[src/rtl/dreq_pkg.sv]
package dreq_pkg;

    // Default channel geometry
    localparam int DEF_NUM_HW = 36;
    localparam int DEF_SEL_W  = 6;
    localparam int DEF_STAGES = 2;

    // Code that names the software trigger
    localparam int SW_CODE = 0;

    typedef enum logic {
        SENSE_EDGE  = 1'b0,
        SENSE_LEVEL = 1'b1
    } sense_e;

    // Selected source after the multiplexer
    typedef struct packed {
        logic line_n;   // chosen wire, active low, still asynchronous
        logic sw_hit;   // software trigger qualified by the select code
    } src_pick_t;

    // Hardware codes run from 1 up to num_hw
    function automatic logic code_is_hw(input int code, input int num_hw);
        return (code >= 1) && (code <= num_hw);
    endfunction

endpackage

[src/rtl/dreq_src_mux.sv]
module dreq_src_mux
    import dreq_pkg::*;
#(
    parameter int NUM_HW = DEF_NUM_HW,
    parameter int SEL_W  = DEF_SEL_W
) (
    input  logic [NUM_HW-1:0] req_n,
    input  logic              sw_trig,
    input  logic [SEL_W-1:0]  src_sel,
    output src_pick_t         pick
);

    always_comb begin
        pick.line_n = 1'b1;
        pick.sw_hit = 1'b0;
        if (int'(src_sel) == SW_CODE) begin
            pick.sw_hit = sw_trig;
        end
        for (int i = 0; i < NUM_HW; i++) begin
            if (code_is_hw(int'(src_sel), NUM_HW) && (int'(src_sel) == i + 1)) begin
                pick.line_n = req_n[i];
            end
        end
    end

endmodule

[src/rtl/dreq_sync.sv]
module dreq_sync #(
    parameter int STAGES = 2
) (
    input  logic clk,
    input  logic rst,
    input  logic d_n,
    output logic first_n,
    output logic q_n
);

    logic [STAGES-1:0] chain;

    generate
        for (genvar g = 0; g < STAGES; g++) begin : g_stage
            if (g == 0) begin : g_head
                always_ff @(posedge clk) begin
                    if (rst) chain[0] <= 1'b1;
                    else     chain[0] <= d_n;
                end
            end else begin : g_tail
                always_ff @(posedge clk) begin
                    if (rst) chain[g] <= 1'b1;
                    else     chain[g] <= chain[g-1];
                end
            end
        end
    endgenerate

    assign first_n = chain[0];
    assign q_n     = chain[STAGES-1];

endmodule

[src/rtl/dreq_detect.sv]
module dreq_detect
    import dreq_pkg::*;
(
    input  logic   clk,
    input  logic   rst,
    input  sense_e sense,
    input  logic   sync_n,
    input  logic   sw_hit,
    input  logic   clr,
    output logic   flag_q
);

    logic prev_n;
    logic fall;
    logic both_low;
    logic flag_d;

    assign fall     = prev_n & ~sync_n;
    assign both_low = ~prev_n & ~sync_n;

    always_comb begin
        unique case (sense)
            SENSE_LEVEL: flag_d = both_low | sw_hit;
            default:     flag_d = (flag_q & ~clr) | fall | sw_hit;
        endcase
    end

    always_ff @(posedge clk) begin
        if (rst) begin
            prev_n <= 1'b1;
            flag_q <= 1'b0;
        end else begin
            prev_n <= sync_n;
            flag_q <= flag_d;
        end
    end

endmodule

[src/rtl/dreq_front.sv]
module dreq_front
    import dreq_pkg::*;
#(
    parameter int NUM_HW = DEF_NUM_HW,
    parameter int SEL_W  = DEF_SEL_W,
    parameter int STAGES = DEF_STAGES
) (
    input  logic              clk,
    input  logic              rst,
    input  logic [NUM_HW-1:0] req_n,
    input  logic              sw_trig,
    input  logic [SEL_W-1:0]  src_sel,
    input  logic              sense_lvl,
    input  logic              req_clr,
    output logic              req_flag
);

    localparam int NUM_SRC = NUM_HW + 1;

    src_pick_t pick;
    logic      sync_first_n;
    logic      sync_n;
    sense_e    sense;

    assign sense = sense_e'(sense_lvl);

    dreq_src_mux #(
        .NUM_HW (NUM_HW),
        .SEL_W  (SEL_W)
    ) u_mux (
        .req_n   (req_n),
        .sw_trig (sw_trig),
        .src_sel (src_sel),
        .pick    (pick)
    );

    dreq_sync #(
        .STAGES (STAGES)
    ) u_sync (
        .clk     (clk),
        .rst     (rst),
        .d_n     (pick.line_n),
        .first_n (sync_first_n),
        .q_n     (sync_n)
    );

    dreq_detect u_det (
        .clk    (clk),
        .rst    (rst),
        .sense  (sense),
        .sync_n (sync_n),
        .sw_hit (pick.sw_hit),
        .clr    (req_clr),
        .flag_q (req_flag)
    );

endmodule

[config.mk]
export PLATFORM = sky130hd
export DESIGN_NAME = dreq_front
export DESIGN_NICKNAME = d
export VERILOG_FILES = /design/src/rtl/dreq_pkg.sv /design/src/rtl/dreq_src_mux.sv /design/src/rtl/dreq_sync.sv /design/src/rtl/dreq_detect.sv /design/src/rtl/dreq_front.sv
export SDC_FILE = /design/constraint.sdc
export NUM_CORES = 1
export LEC_CHECK = 0
export ABC_AREA = 1
export CAP_MARGIN = 0
export CORE_UTILIZATION = 34
export CTS_CLUSTER_DIAMETER = 30
export CTS_CLUSTER_SIZE = 40
export DETAILED_ROUTE_END_ITERATION = 8
export GPL_ROUTABILITY_DRIVEN = 0
export HOLD_SLACK_MARGIN = 0.06
export PLACE_DENSITY = 0.77
export SYNTH_ARGS = -nofsm -noshare
export SYNTH_HDL_FRONTEND = slang
export SYNTH_SLANG_ARGS = --single-unit
[constraint.sdc]
create_clock -name clk -period 2.1 [get_ports clk]
set_clock_uncertainty 0.2 [all_clocks]
set_input_delay 0.21 -clock clk [delete_from_list [all_inputs] [get_ports clk]]
set_output_delay 0.21 -clock clk [all_outputs]
set_load 0.02 [all_outputs]
==> impl_results.md, run 1 <==
- Largest cells by area after synthesis: nand2_1, dfxtp_1, nor2_1
- Largest net degree at the start of global routing: 11
- Reg clk slew, reported paths: 0.04 ns
- Internal: 0.285 mW
- CP dominant cell by count: nand2_1
- Die X: 50.6 µm
- Synth-to-Final Area Change: 103%
- Core ar.: 2210 µm²
- Yosys top cell area share: 16.3%
- Clk sinks: 4
- Count of pins over their slew limit: 0
- Initial antenna violation count: 0
- Overflow after GRT: 0
- Crit Path Class: input port to flop
- Most frequent cells in the layout: clkdlybuf4s50_1, nand2_1, buf_4, inv_1, nor2_1
- Main synth FF type: dfxtp_1
- Syn_area_per_cell: 5.47 µm²
- Design Power: 0.425 mW
- Post-route setup slack: -0.162 ns
- CP Max Fanout: 5
- First-pass GRT wire length: 4730 µm
- Fmax achieved: 442 MHz
- Crit path time final: 2.26 ns
- Post-synth EDFFs: 0
- Reg area: 80.1 µm²
- Clk buf depth: 2
- Drt initial violations: 20
- WHS: 0.205 ns
- CTS hold repair buffers: 0
- Via count: 1,273
- Leak Pwr: 0.714 nW
- Distinct cells, synth: 30
- # rows: 17
- FF+latch count, synth: 4
- N_diodes: 0
- Post-DP HPWL: 2340 µm
- Violated checks: negative setup slack
- Die ar.: 2560 µm²
- Max incr delay on CP: 0.21 ns
- Non-filler cells, final: 255
- Port Buffers: 47
- Status: finished with violations
- Clk_lat worst skew: 0.24 ns
- RSZ-0062 raised after global routing: true
- DRC: 0
- Net Switching: 0.140 mW
- Area of the multi-input gates: 676 µm²
- Post-Route WL: 3020 µm
- Total power divided by cell area: 260 nW/µm²
- Sequential power share: 19.3%
- Overall Global Routing Usage: 24.2%
- Fillcell total: 188
- Commonest non-fill, non-tap cell in the layout: clkdlybuf4s50_1
- Combinational share of power: 57.4%
- Hold Vio Cnt, Final: 0
- Worst path required time: 2.03 ns
- Tcrit/Tclk final: 108%
- Maximum VDD drop: 0.000344 V
- Max-cap violation count: 0
- Arr. time, crit path: 2.19 ns
- Num ports: 48
- TritonCTS clock tree: done
- Slew margin rel.: 83.0%
- Die height: 50.6 µm
- Sequential area share after synthesis: 9.95%
- Worst hold-check path type: flop to flop
- Worst setup EP type: flop
- Fraction of layout instances using a drive strength above 1: 33.0%
- DRT Pass-1 Iters: 4
- H-tree levels: 1
- Synth Net Count: 194
- Cell Area, Synth: 805 µm²
- Final setup fails: 1
- Cell accounting for the most synthesized area: nand2_1
- Starting density of the core: 36.4%
- Placed insts: 248
- TritonCTS buffer count: 3
- Wire per inst: 11.8 µm
- Number of global-route vias before repair: 1,198
- Final net count: 276
- Clk root buf: clkbuf_4
- Vias per cell: 4.99
- Pre-CTS setup slack: -0.876 ns
- Worst Tran Pin Value: 0.254 ns
- Post-DRT Antenna Nets: 0
- Slowest cell on crit path: or2_1
- Worst Setup Start Kind: input port
- Switching share of power: 33.0%
- Syn Inst Count: 147
- Clk pwr share: 23.4%
- Async set-reset flop share out of synthesis: 0%
- Synth warn: 0
## path summary, 6_finish.rpt
kind / end / slack (ns) / from / depth (start not counted)
setup / recovery: u_sync.first_n$_SDFF_PP1_ / -0.16 / src_sel[1] / 30
hold / removal: u_sync.q_n$_SDFF_PP1_ / 0.20 / u_sync.first_n$_SDFF_PP1_ / 1
setup reg to reg: u_det.flag_q$_SDFF_PP0_ / 1.06 / u_det.prev_n$_SDFF_PP1_ / 4
hold reg to reg: u_sync.q_n$_SDFF_PP1_ / 0.20 / u_sync.first_n$_SDFF_PP1_ / 1
## stage by stage
stage / setup TNS [ns] / instance area (µm²) / utilization (%)
after floorplan: -0.0271 / 812 / -
after global placement: -0.811 / 1520 / 68.5
after detailed placement: -0.876 / 1520 / 68.5
after CTS: -0.170 / 1570 / 70.9
after global routing: -0.363 / 1640 / 73.9
final: -0.162 / 1640 / 73.9
## worst max-delay path: cells and delay by family
| kind | cells | cell delay (ns) |
|---|---|---|
| AND/OR/NAND/NOR | 27 | 1.78 |
| buffers and inverters | 3 | 0.22 |
## cell families after synthesis
kind of cell / after synthesis / synth area share, %
buffers and inverters: 28 / 13.5
DFF: 4 / 9.95
and+or+nand+nor: 101 / 65.0
AOI/OAI and AO/OA: 13 / 10.4
xor gates and xnor gates: 1 / 1.09
## power by group through the flow
stage,clock [mW],combinational (mW),sequential [mW]
2_1_floorplan,0,0.0803,0.0835
3_3_place_gp,0,0.220,0.0829
3_5_place_dp,0,0.224,0.0831
4_1_cts,0.105,0.230,0.0819
5_1_grt,0.111,0.263,0.0822
6_report,0.0993,0.244,0.0819
## cell usage after synthesis (2+ instances only)
library cell,n
a21oi_1,2
a31oi_1,2
dfxtp_1,4
inv_1,16
inv_2,10
nand2_1,35
nand3_1,13
nand3_2,3
nand3b_1,4
nand4_1,2
nor2_1,19
nor2_2,6
nor2_4,2
nor3_1,5
nor4_1,3
o22ai_1,4
or2_2,2
or4_1,3
## registers in the layout, summed over array words and instances, names as in the netlist
signal          count
u_det.flag_q        1
u_det.prev_n        1
u_sync.first_n      1
u_sync.q_n          1
## area by class of cell
type                            instances  share of cell area (%)
Tap cell                               28                    2.14
Sequential cell                         4                    4.90
Timing Repair Buffer                   78                    43.5
Multi-Input combinational cell        115                    41.3
Inverter                               27                    6.81
Clock buffer                            3                    1.38
## timing repair
item                                    in CTS  in global routing
pin swaps                                   24                 22
gates resized for setup                     44                 12
buffers inserted                             2                  2
endpoints found under the hold margin        0                  0
endpoints found under the setup margin       1                  1
cloned                                       0                  0
## metal layers
layer,routed length [µm],GRT usage [%],share of wire [%]
met4,13,7.41,0.43
met1,1210,23.7,40
met5,0,0,0
met2,1650,49.6,55
met3,144,4.55,4.8
No activity file was read; power rests on OpenSTA's default activity.
==> run 2, diff against run 1 <==
--- a/config.mk
+++ b/config.mk
@@ -14,6 +14,7 @@
 export GPL_ROUTABILITY_DRIVEN = 0
 export HOLD_SLACK_MARGIN = 0.06
 export PLACE_DENSITY = 0.77
+export SLEW_MARGIN = 15
 export SYNTH_ARGS = -nofsm -noshare
 export SYNTH_HDL_FRONTEND = slang
 export SYNTH_SLANG_ARGS = --single-unit
==> results of run 2 <==
Final layout, timing and power as in run 1 (identical DEF).
